[src/rtl/rpg_pkg.sv]
// Shared constants and helpers for the reset pulse generator.
// Assumes the period table is expressed in 50 us units.
package rpg_pkg;
    localparam int unsigned LONGEST_UNITS = 33600;
    localparam int unsigned NUM_CAUSES    = 5;
    // Cause vector bit positions (order is used by the mask parameters)
    localparam int unsigned C_PRIM = 0;
    localparam int unsigned C_SEC  = 1;
    localparam int unsigned C_AUX  = 2;
    localparam int unsigned C_MR   = 3;
    localparam int unsigned C_WD   = 4;

    // Map the select code to a number of 50 us units.
    function automatic int unsigned sel_to_units(input logic [2:0] sel);
        case (sel)
            3'd0:    return 33;
            3'd1:    return 264;
            3'd2:    return 525;
            3'd3:    return 1050;
            3'd4:    return 4200;
            3'd5:    return 8400;
            3'd6:    return 16800;
            default: return 33600;
        endcase
    endfunction
endpackage

[src/rtl/rpg_sync.sv]
// Two-flop synchronizer for a bundle of independent level signals.
// Assumes each bit is a slow level; no bus coherency is implied.
module rpg_sync #(
    parameter int unsigned W         = 1,
    parameter logic [W-1:0] INIT_VAL = '0
) (
    input  logic         clk,
    input  logic         rst_n,
    input  logic [W-1:0] d,
    output logic [W-1:0] q
);
    logic [W-1:0] stage1;

    // Two register stages, loaded with the idle value at init
    always_ff @(posedge clk) begin
        if (!rst_n) begin
            stage1 <= INIT_VAL;
            q      <= INIT_VAL;
        end else begin
            stage1 <= d;
            q      <= stage1;
        end
    end
endmodule

[src/rtl/rpg_mr_filter.sv]
// Manual-reset glitch filter: reports a request only after the
// synchronized input has been low for FILT_CYC consecutive cycles.
// Assumes mr_s is already synchronized; release is immediate-ish.
module rpg_mr_filter #(
    parameter int unsigned FILT_CYC = 5
) (
    input  logic clk,
    input  logic rst_n,
    input  logic mr_s,
    output logic mr_req
);
    localparam int unsigned CW = $clog2(FILT_CYC + 1);
    localparam logic [CW-1:0] FULL = CW'(FILT_CYC);

    logic [CW-1:0] low_cnt;

    // Count consecutive low cycles, saturating at the filter width
    always_ff @(posedge clk) begin
        if (!rst_n)          low_cnt <= '0;
        else if (mr_s)       low_cnt <= '0;
        else if (low_cnt != FULL) low_cnt <= low_cnt + 1'b1;
    end

    assign mr_req = (low_cnt == FULL);

    AST_MR_FILTER_QUALIFIED: assert property (@(posedge clk) disable iff (!rst_n)
        $rose(mr_req) |-> $past(!mr_s));
endmodule

[src/rtl/rpg_hold_timer.sv]
// Reset hold timer for one output: asserted while a cause is present,
// then held for PERIOD ticks of tick_en before release. A returning
// cause clears the count. Asserted out of init.
module rpg_hold_timer #(
    parameter int unsigned CNT_W = 16
) (
    input  logic             clk,
    input  logic             rst_n,
    input  logic             tick_en,
    input  logic             cause,
    input  logic [CNT_W-1:0] period,
    output logic             active,
    output logic             assert_evt
);
    logic [CNT_W-1:0] cnt;

    // Hold state and tick counter
    always_ff @(posedge clk) begin
        if (!rst_n) begin
            active <= 1'b1;
            cnt    <= '0;
        end else if (cause) begin
            active <= 1'b1;
            cnt    <= '0;
        end else if (active && tick_en) begin
            if (cnt >= period - 1'b1) begin
                active <= 1'b0;
                cnt    <= '0;
            end else begin
                cnt    <= cnt + 1'b1;
            end
        end
    end

    // Flag a fresh assertion from the released state
    always_ff @(posedge clk) begin
        if (!rst_n) assert_evt <= 1'b0;
        else        assert_evt <= cause && !active;
    end

    AST_CAUSE_HOLDS: assert property (@(posedge clk) disable iff (!rst_n)
        cause |=> active);
    AST_CNT_BELOW_PERIOD: assert property (@(posedge clk) disable iff (!rst_n)
        $stable(period) && active |-> cnt < period);
    AST_NO_RELEASE_WITHOUT_TICK: assert property (@(posedge clk) disable iff (!rst_n)
        active && !tick_en |=> active);
    AST_RESTART_ON_CAUSE: assert property (@(posedge clk) disable iff (!rst_n)
        cause |=> cnt == '0);
    AST_EVENT_SINGLE: assert property (@(posedge clk) disable iff (!rst_n)
        assert_evt |=> !assert_evt);
endmodule

[src/rtl/rst_pulse_gen.sv]
// Multi-source reset pulse generator. Synchronizes five fault causes,
// filters manual reset, and runs one hold timer per output channel,
// each with its own cause mask. Channel 0 drives the main reset pair,
// channel 1 the reduced-cause reset. Assumes tick_en is synchronous.
module rst_pulse_gen
    import rpg_pkg::*;
#(
    parameter int unsigned UNIT_TICKS  = 1,
    parameter int unsigned MR_FILT_CYC = 5,
    parameter logic [NUM_CAUSES-1:0] MAIN_MASK = 5'b11111,
    parameter logic [NUM_CAUSES-1:0] ALT_MASK  = 5'b01011
) (
    input  logic       clk,
    input  logic       rst_n,
    input  logic       tick_en,
    input  logic [2:0] tsel,
    input  logic       prim_fail,
    input  logic       sec_fail,
    input  logic       aux_fail,
    input  logic       mr_n,
    input  logic       wd_expire,
    output logic       rst_n_o,
    output logic       rst_o,
    output logic       rst2_n_o,
    output logic       reset_event
);
    localparam int unsigned CNT_W = $clog2(LONGEST_UNITS * UNIT_TICKS + 1);
    localparam int unsigned NCH   = 2;
    localparam logic [NUM_CAUSES-1:0] MASKS [NCH] = '{MAIN_MASK, ALT_MASK};

    logic [3:0]            flags_s;
    logic                  mr_s;
    logic                  mr_req;
    logic [NUM_CAUSES-1:0] causes;
    logic [CNT_W-1:0]      period;
    logic [NCH-1:0]        ch_active;
    logic [NCH-1:0]        ch_evt;

    rpg_sync #(.W(4), .INIT_VAL(4'b0000)) u_flag_sync (
        .clk(clk), .rst_n(rst_n),
        .d({wd_expire, aux_fail, sec_fail, prim_fail}), .q(flags_s));

    rpg_sync #(.W(1), .INIT_VAL(1'b1)) u_mr_sync (
        .clk(clk), .rst_n(rst_n), .d(mr_n), .q(mr_s));

    rpg_mr_filter #(.FILT_CYC(MR_FILT_CYC)) u_mr_filt (
        .clk(clk), .rst_n(rst_n), .mr_s(mr_s), .mr_req(mr_req));

    // Gather the cause vector in package bit order
    always_comb begin
        causes         = '0;
        causes[C_PRIM] = flags_s[0];
        causes[C_SEC]  = flags_s[1];
        causes[C_AUX]  = flags_s[2];
        causes[C_WD]   = flags_s[3];
        causes[C_MR]   = mr_req;
    end

    // Selected hold period in ticks
    always_comb period = CNT_W'(sel_to_units(tsel) * UNIT_TICKS);

    for (genvar ch = 0; ch < NCH; ch++) begin : g_chan
        rpg_hold_timer #(.CNT_W(CNT_W)) u_timer (
            .clk(clk), .rst_n(rst_n), .tick_en(tick_en),
            .cause(|(causes & MASKS[ch])), .period(period),
            .active(ch_active[ch]), .assert_evt(ch_evt[ch]));
    end

    assign rst_o       = ch_active[0];
    assign rst_n_o     = ~ch_active[0];
    assign rst2_n_o    = ~ch_active[1];
    assign reset_event = ch_evt[0];

    AST_ALT_WITHIN_MAIN: assert property (@(posedge clk) disable iff (!rst_n)
        !rst2_n_o |-> !rst_n_o);
    AST_MR_HOLDS_MAIN: assert property (@(posedge clk) disable iff (!rst_n)
        mr_req |=> rst_o);
    AST_EVENT_ON_ASSERT: assert property (@(posedge clk) disable iff (!rst_n)
        reset_event |-> rst_o && $past(!rst_o));
endmodule

[config.mk]
export PLATFORM = sky130hd
export DESIGN_NAME = rst_pulse_gen
export DESIGN_NICKNAME = d
export VERILOG_FILES = /design/src/rtl/rpg_pkg.sv /design/src/rtl/rpg_sync.sv /design/src/rtl/rpg_mr_filter.sv /design/src/rtl/rpg_hold_timer.sv /design/src/rtl/rst_pulse_gen.sv
export SDC_FILE = /design/constraint.sdc
export NUM_CORES = 1
export LEC_CHECK = 0
export BUFFER_PORTS_ARGS = -buffer_cell sky130_fd_sc_hd__buf_4
export CAP_MARGIN = 10
export CORE_MARGIN = 1.5
export CORE_UTILIZATION = 48
export CTS_CLUSTER_SIZE = 28
export DETAILED_ROUTE_END_ITERATION = 6
export PLACE_DENSITY_LB_ADDON = 0.25
export SKIP_CTS_REPAIR_TIMING = 1
export SKIP_LAST_GASP = 1
export SLEW_MARGIN = 20
export SYNTH_ARGS = -nofsm -noshare
export SYNTH_HDL_FRONTEND = slang
export SYNTH_SLANG_ARGS = --single-unit
[constraint.sdc]
create_clock -name clk -period 5.3 [get_ports clk]
set_input_delay 1.06 -clock clk [delete_from_list [all_inputs] [get_ports clk]]
set_output_delay 1.06 -clock clk [all_outputs]
set_load 0.02 [all_outputs]
==> impl_metrics.csv <==
group,metric,value,unit
outcome,status,"finished, final reports clean",
timing,finalSetupViolCount,0,
hold_path,hp-class,"flop to flop",
worst_setup_path,cp.buffers_inverters,1,
timing,setup-tns-final,0,ps
synth,synth.distinct_cells,54,
synth,synthArstFlopShare,0,%
timing,slew_headroom,42.86,%
routing,drtIter0Drc,205,
synth,yosysTopAreaCell,"dfxtp_1",
job,maxCapViolations,0,
synth,ys_seq_elements,48,
power_and_ir_drop,fin_total_pwr,668.9,uW
global_routing,grt_usage,19.56,%
routing,drt_first_pass_iters,5,
synth,synth_area_leaders,"dfxtp_1 (32%), ha_1 (14%), xor2_1 (5.9%), nand2_1 (4.5%), nor4_2 (4.2%)",
power_and_ir_drop,power.leakage,1.270,nW
worst_setup_path,cpMaxStageDelayCell,"a31oi_2",
hold_path,hold_start,"u_mr_sync.stage1",
place,place_congestion,0.7646,
timing,worst_pin_slew,857.1,ps
floorplan,initial_core_util,50.17,%
worst_setup_path,end_kind,"flop",
timing,skew,2.909,ps
timing,max_freq,270.0,MHz
routing,ant_nets,0,
clock_tree,cts_tree,"built",
worst_setup_path,reg2reg_from,"g_chan[0].u_timer.cnt[0]",
floorplan,rows,28,
global_routing,grt_overflow,0,
layout,antenna_cells,0,
worst_setup_path,worstPathMaxFanout,14,
clock_tree,h-tree-depth,2,
synth,seq_area_frac_synth,32.16,%
clock_tree,clk_path_buf_depth,2,
worst_setup_path,crit_chain,"buf_4, or2_2, ha_1, nand3_1, o21ai_0, o21ai_0, ha_1, o21a_1, o211ai_1, a31oi_1, o211ai_1, a31oi_2, nor3_1",
global_routing,antenna_found_initial,0,
worst_setup_path,crit_family,"compound AO/OA/AOI/OAI gates",
routing,vias_per_cell,5.622,
routing,wl,5711,microns
layout,design_area,3181,sq um
global_routing,grt_pass1_vias,2261,
layout,area_growth_syn_to_layout,6.449,%
worst_setup_path,cp.depth,13,
routing,dr_total_vias,2322,
worst_setup_path,crit_type,"primary input to flop",
worst_setup_path,cpPeakStageDelay,700,ps
clock_tree,cts.sinks,48,
floorplan,fp.dieH,81.90,microns
global_routing,grt_pass1_wl,10230,microns
synth,yosys_warnings,0,
floorplan,io_pins,15,
routing,drc_errors,0,
floorplan,die_area,6707,sq um
place,hpwl,4344,microns
power_and_ir_drop,powerDensity,210.3,nW/um^2
worst_setup_path,cp-start-kind,"primary input",
global_routing,grt_max_degree,20,
hold_path,hold_depth,1,
clock_tree,clk_latency,300,ps
clock_tree,cts-root-buf,"clkbuf_8",
floorplan,coreArea,5956,sq um
timing,layout_min_cycle_time,3704,ps
power_and_ir_drop,ir_worst_vdd,0.1569,mV
synth,synthesis.area,2988,sq um
place,placed_cell_area,3083,sq um
timing,drv_slew,0,
worst_setup_path,startpoint,"tsel[2]",
worst_setup_path,cp.required,5450,ps
place,numPortBuffers,14,
timing,grt_setup_unrepaired,"no",
timing,min_period_over_period,69.88,%
routing,wl_per_cell,13.83,microns
clock_tree,numCtsBuffers,5,
layout,nNetsFinal,381,
timing,final_hold_viol_count,0,
synth,synth_edf_count,0,
worst_setup_path,reg2regPathDepth,8,
synth,synth_top_area_share,32.16,%
floorplan,die_x,81.90,microns
worst_setup_path,arrival,3860,ps
synth,ys.flop_type,"dfxtp_1",
clock_tree,cts.clk_slew.worst_paths,90,ps
layout,drive_gt1_share,14.20,%
synth,avgSynthCellArea,9.137,sq um
synth,netlist_instances,327,
==> where the power goes <==
group	internal, mW	switching, mW	leakage (nW)
Clock	0.106	0.124	0.0434
Combinational	0.0286	0.0413	0.837
Sequential	0.366	0.00301	0.389
==> cell families (layout without fill, tap and decap cells) <==
family,after synthesis,after routing,share of synthesized area [%]
other,1,2,0.1255
buffers and inverters,21,31,4.731
flip-flops,48,48,32.16
AND/OR/NAND/NOR,145,145,27.93
AO/OA/AOI/OAI,48,48,12.14
adder cells (fa/ha/maj),33,33,13.82
XOR/XNOR,31,31,9.087
==> flip-flops by register name, indices dropped and copies added (netlist names) <==
register / flops
g_chan.u_timer.cnt: 32
u_flag_sync.q: 4
u_flag_sync.stage1: 4
u_mr_filt.low_cnt: 3
g_chan.u_timer.active: 2
g_chan.u_timer.assert_evt: 1
u_mr_sync.q: 1
u_mr_sync.stage1: 1
==> worst register-to-register path, delay by kind of cell, from the launching register on <==
kind            cells  cell delay (ps)
compound gates      4              810
fa+ha+maj           1              310
buf+inv             1              100
flops               1              400
simple gates        2              740
==> layer usage <==
metal  part of all wire (%)  routed length, microns  vias to the layer above  track usage (%)
met4                    1.6                      89                        0            6.949
met5                      0                       0                        -                0
li1                       -                       -                     1194                -
met1                     48                    2749                     1079            25.94
met2                     47                    2668                       41            31.89
met3                    3.6                     204                        8            3.222
==> layout make-up <==
type                       count  area, sq um
multi-input combinational    259         1889
clock buffer                   6        82.58
sequential                    48        960.9
tap                           75        93.84
fill                         565         2775
timing repair buffer          14        105.1
clock inverter                 2        15.01
inverter                       9        33.78
==> layout by cell type (no fill, tap or decap), drive strengths merged, types with 3 or more instances in the layout <==
master | Yosys | routed
inv | 9 | 9
ha | 33 | 33
a31oi | 5 | 5
nand4 | 7 | 7
o2111ai | 4 | 4
buf | 7 | 14
a21o | 7 | 7
nand2b | 4 | 4
nand2 | 36 | 36
o211ai | 4 | 4
dfxtp | 48 | 48
and3 | 4 | 4
clkbuf | 4 | 6
xor2 | 20 | 20
nor2 | 18 | 18
a211oi | 3 | 3
a21boi | 3 | 3
a21oi | 9 | 9
nor4 | 14 | 14
and2 | 14 | 14
nor3 | 20 | 20
o21ai | 4 | 4
nand3 | 16 | 16
xnor2 | 11 | 11
==> synth_stat cells, types with 3 or more instances <==
cell type / count
and3_1: 4
and2_1: 12
nand2_1: 36
a21o_1: 7
clkbuf_1: 4
nor3_2: 3
o2111ai_1: 3
a31oi_1: 4
o211ai_1: 3
nor4_1: 4
nor4_2: 10
buf_6: 4
nand3_1: 15
nand4_1: 7
inv_1: 9
xor2_1: 20
a21oi_1: 7
nor2_1: 18
o21ai_0: 4
dfxtp_1: 48
nand2b_1: 3
nor3_1: 17
a211oi_1: 3
xnor2_1: 11
ha_1: 33
==> metrics by stage <==
stage / worst slack [ps] / hold slack, ps / std cells / utilization, %
after detailed placement: 1297 / 415.1 / 405 / 51.76
after global placement: 1386 / 414.0 / 405 / 51.76
final: 1596 / 430.3 / 413 / 53.40
after floorplan: 1756 / 386.3 / 328 / -
after CTS: 1609 / 440.1 / 413 / 53.40
after global routing: 1258 / 468.1 / 413 / 53.40
==> worst paths after layout <==
path	slack, ps	to
max	1600	g_chan[0].u_timer.cnt[13]
min	430	u_mr_sync.q
max reg2reg	2860	g_chan[0].u_timer.cnt[13]
min reg2reg	430	u_mr_sync.q
Power figures use the tool's default switching activity.
